--- src/rtl/ard_pkg.sv ---
package ard_pkg;
  localparam int CSN_W  = 3;
  localparam int SIZE_W = 5;

  typedef enum logic [1:0] {
    TGT_NONE  = 2'd0,
    TGT_SDRAM = 2'd1,
    TGT_PBUS  = 2'd2,
    TGT_RSVD  = 2'd3
  } tgt_e;

  typedef enum logic [1:0] {
    MST_CPU = 2'd0,
    MST_PCI = 2'd1,
    MST_DMA = 2'd2,
    MST_UNU = 2'd3
  } mst_e;

  // control word, bit 0 upward: en, io, tgt[1:0], csn[2:0], wp, nx, size[4:0]
  typedef struct packed {
    logic [SIZE_W-1:0] size;
    logic              nx;
    logic              wp;
    logic [CSN_W-1:0]  csn;
    logic [1:0]        tgt;
    logic              io;
    logic              en;
  } rgn_ctrl_t;

  localparam int CTRL_W = $bits(rgn_ctrl_t);
endpackage

--- src/rtl/ard_region_bank.sv ---
module ard_region_bank import ard_pkg::*; #(
  parameter int N_REG  = 16,
  parameter int ADDR_W = 32,
  parameter int N_CS   = 8,
  parameter int CFG_AW = 6
) (
  input  logic              clk,
  input  logic              rst,
  input  logic              cfg_we,
  input  logic [CFG_AW-1:0] cfg_addr,
  input  logic [ADDR_W-1:0] cfg_wdata,
  input  logic [ADDR_W-1:0] cyc_addr,
  input  logic              cyc_io,
  output logic [N_REG-1:0]  hit_vec,
  output rgn_ctrl_t         ctrl_q [N_REG],
  output logic [N_CS-1:0]   pin_en_q,
  output logic              clr_pulse
);
  localparam int PIN_ADDR = 2 * N_REG;
  localparam int CLR_ADDR = 2 * N_REG + 1;

  logic [ADDR_W-1:0] base_q [N_REG];

  assign clr_pulse = cfg_we && (int'(cfg_addr) == CLR_ADDR) && cfg_wdata[0];

  always_ff @(posedge clk) begin
    if (rst) begin
      pin_en_q <= '0;
    end else if (cfg_we && int'(cfg_addr) == PIN_ADDR) begin
      pin_en_q <= cfg_wdata[N_CS-1:0];
    end
  end

  for (genvar g = 0; g < N_REG; g++) begin : g_rgn
    logic [ADDR_W-1:0] keep_mask;

    always_ff @(posedge clk) begin
      if (rst) begin
        base_q[g] <= '0;
        ctrl_q[g] <= '0;
      end else if (cfg_we) begin
        if (int'(cfg_addr) == g)
          base_q[g] <= cfg_wdata;
        if (int'(cfg_addr) == N_REG + g)
          ctrl_q[g] <= rgn_ctrl_t'(cfg_wdata[CTRL_W-1:0]);
      end
    end

    assign keep_mask  = {ADDR_W{1'b1}} << ctrl_q[g].size;
    assign hit_vec[g] = ctrl_q[g].en && (ctrl_q[g].io == cyc_io) &&
                        (((cyc_addr ^ base_q[g]) & keep_mask) == '0);
  end
endmodule

--- src/rtl/ard_prio_pick.sv ---
module ard_prio_pick #(
  parameter int N_REG = 16,
  parameter int IDX_W = $clog2(N_REG)
) (
  input  logic [N_REG-1:0] hit_vec,
  output logic             any_hit,
  output logic [IDX_W-1:0] win_idx
);
  always_comb begin
    win_idx = '0;
    for (int i = N_REG - 1; i >= 0; i--) begin
      if (hit_vec[i]) win_idx = IDX_W'(i);
    end
  end
  assign any_hit = |hit_vec;
endmodule

--- src/rtl/ard_viol_track.sv ---
module ard_viol_track #(
  parameter int IDX_W = 4
) (
  input  logic             clk,
  input  logic             rst,
  input  logic             set_i,
  input  logic [IDX_W-1:0] set_idx,
  input  logic [1:0]       set_mst,
  input  logic             clr_i,
  output logic             irq_q,
  output logic [IDX_W-1:0] idx_q,
  output logic [1:0]       mst_q
);
  always_ff @(posedge clk) begin
    if (rst) begin
      irq_q <= 1'b0;
      idx_q <= '0;
      mst_q <= '0;
    end else if (set_i && (!irq_q || clr_i)) begin
      irq_q <= 1'b1;
      idx_q <= set_idx;
      mst_q <= set_mst;
    end else if (clr_i) begin
      irq_q <= 1'b0;
    end
  end
endmodule

--- src/rtl/ard_top.sv ---
module ard_top import ard_pkg::*; #(
  parameter int N_REG  = 16,
  parameter int ADDR_W = 32,
  parameter int DATA_W = 32,
  parameter int N_CS   = 8,
  parameter int IDX_W  = $clog2(N_REG),
  parameter int CFG_AW = $clog2(N_REG) + 2
) (
  input  logic              clk,
  input  logic              rst,
  input  logic              cfg_we,
  input  logic [CFG_AW-1:0] cfg_addr,
  input  logic [ADDR_W-1:0] cfg_wdata,
  input  logic              cyc_valid,
  input  logic [ADDR_W-1:0] cyc_addr,
  input  logic              cyc_io,
  input  logic              cyc_wr,
  input  logic              cyc_fetch,
  input  logic [1:0]        cyc_master,
  input  logic [DATA_W-1:0] rd_data_in,
  output logic [1:0]        tgt,
  output logic [N_CS-1:0]   cs_sel,
  output logic [N_CS-1:0]   cs_pin,
  output logic              wr_block,
  output logic              op_sub,
  output logic [DATA_W-1:0] rd_data_out,
  output logic              viol_irq,
  output logic [IDX_W-1:0]  viol_region,
  output logic [1:0]        viol_master
);
  localparam int LANES = DATA_W / 16;

  logic [N_REG-1:0]  hit_vec;
  rgn_ctrl_t         ctrl_q [N_REG];
  logic [N_CS-1:0]   pin_en_q;
  logic              clr_pulse;
  logic              any_hit;
  logic [IDX_W-1:0]  win_idx;
  rgn_ctrl_t         win;
  logic [DATA_W-1:0] bad_op;

  ard_region_bank #(.N_REG(N_REG), .ADDR_W(ADDR_W), .N_CS(N_CS), .CFG_AW(CFG_AW)) u_bank (
    .clk(clk), .rst(rst), .cfg_we(cfg_we), .cfg_addr(cfg_addr), .cfg_wdata(cfg_wdata),
    .cyc_addr(cyc_addr), .cyc_io(cyc_io), .hit_vec(hit_vec), .ctrl_q(ctrl_q),
    .pin_en_q(pin_en_q), .clr_pulse(clr_pulse)
  );

  ard_prio_pick #(.N_REG(N_REG), .IDX_W(IDX_W)) u_pick (
    .hit_vec(hit_vec), .any_hit(any_hit), .win_idx(win_idx)
  );

  for (genvar l = 0; l < LANES; l++) begin : g_lane
    assign bad_op[16*l +: 16] = 16'h0B0F;
  end

  assign win = ctrl_q[win_idx];

  always_comb begin
    if (any_hit)     tgt = win.tgt;
    else if (cyc_io) tgt = TGT_NONE;
    else             tgt = TGT_SDRAM;
  end

  always_comb begin
    cs_sel = '0;
    if (any_hit && win.tgt == TGT_PBUS) cs_sel[win.csn] = 1'b1;
  end

  assign cs_pin      = cs_sel & pin_en_q;
  assign wr_block    = any_hit && win.wp && cyc_wr;
  assign op_sub      = any_hit && win.nx && cyc_fetch && !cyc_wr && !cyc_io &&
                       (cyc_master == MST_CPU);
  assign rd_data_out = op_sub ? bad_op : rd_data_in;

  ard_viol_track #(.IDX_W(IDX_W)) u_viol (
    .clk(clk), .rst(rst), .set_i(cyc_valid && wr_block), .set_idx(win_idx),
    .set_mst(cyc_master), .clr_i(clr_pulse), .irq_q(viol_irq), .idx_q(viol_region),
    .mst_q(viol_master)
  );
endmodule

--- config.mk ---
export PLATFORM = sky130hd
export DESIGN_NAME = ard_top
export DESIGN_NICKNAME = d
export VERILOG_FILES = /design/src/rtl/ard_pkg.sv /design/src/rtl/ard_region_bank.sv /design/src/rtl/ard_prio_pick.sv /design/src/rtl/ard_viol_track.sv /design/src/rtl/ard_top.sv
export SDC_FILE = /design/constraint.sdc
export NUM_CORES = 2
export LEC_CHECK = 0
export BUFFER_PORTS_ARGS = -buffer_cell sky130_fd_sc_hd__buf_2
export CAP_MARGIN = 20
export CORE_ASPECT_RATIO = 1.2
export CORE_MARGIN = 8
export CORE_UTILIZATION = 45
export CTS_CLUSTER_DIAMETER = 100
export DETAILED_ROUTE_END_ITERATION = 10
export PLACE_DENSITY = 0.65
export SLEW_MARGIN = 30
export SYNTH_ARGS = -nofsm -noshare
export SYNTH_HDL_FRONTEND = slang
export SYNTH_SLANG_ARGS = --single-unit
--- constraint.sdc ---
create_clock -name clk -period 8.8 [get_ports clk]
set_input_delay 1.76 -clock clk [delete_from_list [all_inputs] [get_ports clk]]
set_output_delay 1.76 -clock clk [all_outputs]
set_load 0.1 [all_outputs]
* After elaboration in Yosys (flattened, before gate mapping)
Memories as Yosys holds them, arrays and structs flattened. Index checks and enable logic that the tools add are counted.
Word-level totals: bits in latches 0, output and inout bits 59, bits in read-only memories 0, bits in writable memories 512, logic and storage cells 431, register bits 239, memories kept 1, input bits 111
Operators by class: eq/ne operators 50, shifts and indexed selects 16, multiply operators 0, divide/modulo/power cells 0, reduce and logical (&&, ||, !) cells 86, bitwise operators 50, magnitude comparators 3, multiplexer cells 109, add/sub/neg operators 0
Memory list:
- u_bank.base_q | words 16, width 32, rd ports 16, clocked after Yosys merged registers in 0, wr ports 16, RTL line ard_region_bank.sv:22 | logic [ADDR_W-1:0] base_q [N_REG];
Operators with widths (count):
- $mux W32 | 17
- $and A32 B32 Y32 | 16
- $logic_not A32 Y1 | 16
- $shl A32 B5 Y32 const A | 16
- $xor A32 B32 Y32 | 16
- $eq A6 B6 Y1 const B | 18
- $mux W1 | 70
- $mux W4 | 16
- $bmux W14 S4 | 1
- $eq A6 B5 Y1 const B | 8
- $logic_and A1 B1 Y1 | 46
- $reduce_and A2 Y1 | 16
- $eq A6 B4 Y1 const B | 4
- $mux W9 | 2
- $eq A1 B1 Y1 | 16
- $or A1 B1 Y1 | 16
- $reduce_or A16 Y1 | 1
- $eq A6 B3 Y1 const B | 2
- $and A8 B8 Y8 | 1
- $mux W8 | 1
- $eq A6 B2 Y1 const B | 1
- $logic_not A6 Y1 | 1
- $ge A5 B5 Y1 const B | 1
- $not A4 Y5 | 1
- 9 further kinds | 11

* Longest topological paths before layout
An unclocked memory read counts as a cell.
word-level depth 31, depth in mapped cells 17, gate-level depth less buffers 12

* Modules after synthesis
From an unflattened synthesis, not the netlist that was laid out.
Unflattened totals: cells, all modules 4014, area, all modules 39823.2 µm²
By module, submodules not included:
- ard_region_bank | area each 37976.4 µm², cells each 3801, sequential area each 20019.2 µm², times used 1
- ard_top | area each 1360.1 µm², cells each 149, sequential area each 0.0 µm², times used 1
- ard_viol_track | area each 310.3 µm², cells each 30, sequential area each 140.1 µm², times used 1
- ard_prio_pick | area each 176.4 µm², cells each 34, sequential area each 0.0 µm², times used 1

* Least setup slack after synthesis
OpenSTA, ideal clock, no wires.
kind input to output, start point input cyc_addr[9], end point output cs_pin[0], buffers on the path 2, stages 14, arrival time 8.001 ns, data required time 7.040 ns, path slack -0.961 ns, cells stage by stage buf_2 > xor2_1 > a222oi_1 > o21ai_1 > and4b_1 > o2111a_1 > o21ai_1 > a2111o_1 > o21ai_4 > mux4_2 > nand2_1 > or4b_1 > buf_2 > nor4_1
On the way: word-level cells in the longest chain between the ends 30, elaborated cells between the ends (all ways) 94, classes of those cells order compare: 2; eq/ne: 1; mux: 22; bitwise: 34; reduce/logical: 35
Ends and longest elaborated chain:
- from (decl) | RTL line ard_top.sv:15 | input logic [ADDR_W-1:0] cyc_addr,
- $xor A32 B32 Y32 | RTL line ard_region_bank.sv:51 | (((cyc_addr ^ base_q[g]) & keep_mask) == '0);
- $and A32 B32 Y32 | RTL line ard_region_bank.sv:51
- $logic_not A32 Y1 | RTL line ard_region_bank.sv:51
- $logic_and A1 B1 Y1 | RTL line ard_region_bank.sv:50 | assign hit_vec[g] = ctrl_q[g].en && (ctrl_q[g].io == cyc_io) &&
- $mux W4 (16 in a row) | RTL line ard_prio_pick.sv:12 | if (hit_vec[i]) win_idx = IDX_W'(i);
- $not A4 Y5 (implied by the code) | RTL line ard_top.sv:56 | assign win = ctrl_q[win_idx];
- $bmux W14 S4 | RTL line ard_top.sv:56
- $mux W9 (implied by the code) (2 in a row) | RTL line ard_top.sv:56
- $lt A3 B4 Y1 (implied by the code) or $ge A3 B1 Y1 (tied branches) | RTL line ard_top.sv:66 | if (any_hit && win.tgt == TGT_PBUS) cs_sel[win.csn] = 1'b1;
- $logic_and A1 B1 Y1 (implied by the code) | RTL line ard_top.sv:66
- $mux W1 (implied by the code) | RTL line ard_top.sv:66
- $demux W1 S3 | RTL line ard_top.sv:66
- $mux W8 * | RTL line ard_top.sv:66
- $and A8 B8 Y8 * | RTL line ard_top.sv:69 | assign cs_pin = cs_sel & pin_en_q;
- to (decl) | RTL line ard_top.sv:23 | output logic [N_CS-1:0] cs_pin,
Every way passes the cells marked *; elsewhere a longest branch is shown, timed or not. The select of a mux whose other input is x is not followed.

* Worst setup path after layout
start point input cyc_addr[4], end point output cs_pin[7]
Same word-level chain as after synthesis.

==> flow_metrics.tcl <==
set metrics [dict create \
    design_area_um2 45510 \
    first_iter_violations 4329 \
    reg2reg_to "u_viol.idx_q[3]" \
    synth_top_area_share 0.3824 \
    critical_path_required_ns 7.04 \
    place_inst 5166 \
    antenna_found_initial 14 \
    grt_max_degree 99 \
    dp_slack_ns 0.2201 \
    maxSlewViolCount 0 \
    die_x_um 288.9 \
    syn_area_um2 40210 \
    setup.worst_path.start_class "primary input" \
    crit_type "primary input to primary output" \
    start_util 0.4524 \
    cp.arrival_ns 6.82 \
    grt_first_pass_wirelength_mm 213.6 \
    synth_area_leaders "edfxtp_1 38%, dfxtp_1 12%, and2_1 6.9%" \
    route.detailed.drc 0 \
    fill_cells 8031 \
    drt_wl_total_mm 151.8 \
    die_y_um 343.5 \
    reg2reg_depth 13 \
    hold_class "register to register" \
    wl_per_cell_um 28.50 \
    grt_setup_unrepaired "no" \
    synth_largest_area_cell "edfxtp_1" \
    setup_violations 0 \
    avgSynthCellArea_um2 9.844 \
    antenna_left 0 \
    htree_num_levels 3 \
    rows 120 \
    hold_buffers 0 \
    hpwl_mm 95.97 \
    clk_latency_ns 0.66 \
    outcome "finished, final reports clean" \
    final-instance-count-excl-fill 5326 \
    gp_congestion 0.9436 \
    synth_seq_cells 751 \
    grt-ovfl-total 0 \
    worstSetupEndpointType "primary output" \
    ys_warn_count 0 \
    grt_pass1_vias 30460 \
    peakVddDrop_uv 128.1 \
    final.min_clock_period_ns 8.579 \
    syn-num-nets 4196 \
    cts_root_buf "clkbuf_16" \
    final_nets 4202 \
    worst_slew_pin_slew_ns 1.072 \
    die_area_um2 99220 \
    cts_buffers 81 \
    portBuffers 169 \
    drt_pass1_iterations 6 \
    cp_max_fo 17 \
    holdWs_ns 0.4520 \
    ys_types 95 \
    finalHoldViolCount 0 \
    regArea_um2 20160 \
    finalCritPeriodShare 0.9749 \
    setup-tns-final_ns 0 \
    min_from "u_bank.ctrl_q[20]" \
    drv_cap 0 \
    syn-instance-count 4085 \
    vias 32750 \
    ff2ff_setup_slack_ns 3.69 \
    r2r-start "u_bank.ctrl_q[152]" \
    synthArstFlopShare 0 \
    final_util 0.5121 \
    tritoncts "built" \
    seq_area_frac_synth 0.5013 \
    cts.reportedPaths.clkPinSlew_ns 0.07 \
    synth_ff_type "edfxtp_1" \
    clk_path_buf_depth 3 \
    max_slew_margin 0.2836 \
    power_mw 8.350 \
    skew_ns 0.03418 \
    post_drt_via_cell_ratio 6.149 \
    grt_use_total 0.2956 \
    clock.fmax_mhz 116.6 \
    min_to "u_bank.ctrl_q[20]" \
    core-area_um2 88890 \
    synth_edf_count 512 \
    leakagePower_nw 16.00 \
    powerDensity_nw_per_um2 183.5 \
    whs_path_depth 2 \
    area_growth_syn_to_layout_pct 13.19 \
    drive_above_1_share 0.1231 \
    multi_input_area_um2 18470 \
    placed_area_um2 42740 \
    clkSinkCount 751 \
    io_pins 170 \
    fin_ws_ns 0.2211 \
]
-- cell usage in the layout, fill, tap and decap left out, types with 20 or more instances in the layout --
cell / instances
nand2_1: 589
edfxtp_1: 512
and2_1: 441
a21oi_1: 319
xor2_1: 299
dfxtp_1: 239
xnor2_1: 230
o21ai_0: 139
buf_2: 129
buf_4: 123
nor2_1: 85
clkbuf_16: 84
and3_1: 80
nand3_1: 75
a31oi_1: 51
buf_12: 48
nor3_1: 42
a22oi_1: 40
nand4_1: 37
o211ai_1: 33
nor4_1: 30
inv_1: 28
a21o_1: 27
mux2i_1: 24
clkbuf_1: 23
o2111ai_1: 20
-- how the worst max path moves through the flow --
stage,from,depth (start not counted),endpoint,slack (ns)
after detailed placement,cyc_addr[22],12,cs_pin[2],0.22
after CTS,cyc_addr[22],12,cs_pin[2],0.20
after global routing,cyc_addr[3],17,cs_pin[3],0.05
after floorplan,cyc_addr[9],14,cs_pin[0],-0.96
after global placement,cyc_addr[22],12,cs_pin[2],0.27
final,cyc_addr[4],15,cs_pin[7],0.22
-- cell type report --
cell class / instances / share of cell area
diodes: 7 / 0.0003849
clock buffers: 125 / 0.05319
multi-input cells: 2923 / 0.4057
flip-flops and latches: 751 / 0.4429
clock inverters: 27 / 0.006158
well taps: 1159 / 0.03186
inverters: 30 / 0.002474
repair buffers: 304 / 0.05729
-- synthesized netlist by cell type, types with 8 or more instances --
cell,count
edfxtp_1,512
buf_6,15
mux2_2,13
o21ai_0,148
a41oi_1,11
a22oi_1,40
a21oi_1,319
nor2_1,101
nor3_1,46
o31a_1,9
a22o_1,9
nand2_1,590
o22ai_1,8
a222oi_1,18
mux2i_1,24
xnor2_1,230
xor2_1,299
nor4_1,35
a221oi_1,11
nand2b_1,12
or3_1,8
o21a_1,14
o31ai_1,19
a31oi_1,51
buf_4,23
clkbuf_1,272
a21o_1,27
and3_1,80
buf_2,64
and2_1,442
nand3_1,76
nor2b_1,8
o2111ai_1,20
maj3_1,8
nand4_1,37
a21boi_0,21
o211ai_1,33
inv_1,29
o2111a_1,10
a211oi_1,16
dfxtp_1,239
o21ai_1,9
o41ai_1,8
-- timing repair --
| item | in CTS | in global routing |
|---|---|---|
| endpoints found under the setup margin | 0 | 1 |
| resized for setup | 0 | 1 |
| buffers inserted | 0 | 0 |
-- logic make-up (layout without fill, tap and decap cells) --
family,Yosys count,count (layout),synth area share
muxes,39,39,0.01073
buffers and inverters,411,486,0.04562
xor gates and xnor gates,529,529,0.1152
AOI/OAI and AO/OA,869,869,0.1387
other,0,7,0
and+or+nand+nor,1477,1477,0.1862
DFF,751,751,0.5013
adders and majority gates,9,9,0.002272
-- worst max-delay path, cell delays in order --
cell and delay, ns:
buf_2 0.52, buf_4 0.28, xor2_1 0.24, nor2_1 0.10
a2bb2oi_1 0.14, a311oi_1 0.42, nor4_4 0.17, or4_4 0.65
o41ai_4 0.70, a22o_1 0.26, a211oi_1 0.05, a31o_1 0.24
a31o_1 0.46, nor4_1 0.56, buf_12 0.24
-- state kept, by name, summed over array words and instances, names as in the netlist --
register / cells
u_bank.base_q: 512
u_bank.ctrl_q: 224
u_viol.idx_q: 4
u_viol.irq_q: 1
u_bank.pin_en_q: 8
u_viol.mst_q: 2
-- power by group --
part           total [mW]  internal, mW  switching, mW
Clock                3.49          2.02           1.47
Combinational       0.890         0.278          0.612
Sequential           3.97          3.90         0.0693
-- per-layer routing --
| metal | wire length [µm] | vias to the layer above | track usage |
|---|---|---|---|
| li1 | - | 14350 | - |
| met1 | 56700 | 15930 | 0.3804 |
| met2 | 69160 | 2075 | 0.4696 |
| met3 | 16450 | 389 | 0.05198 |
| met4 | 9433 | 4 | 0.1645 |
| met5 | 26 | - | 0 |
(Power assumes the default switching activity.)
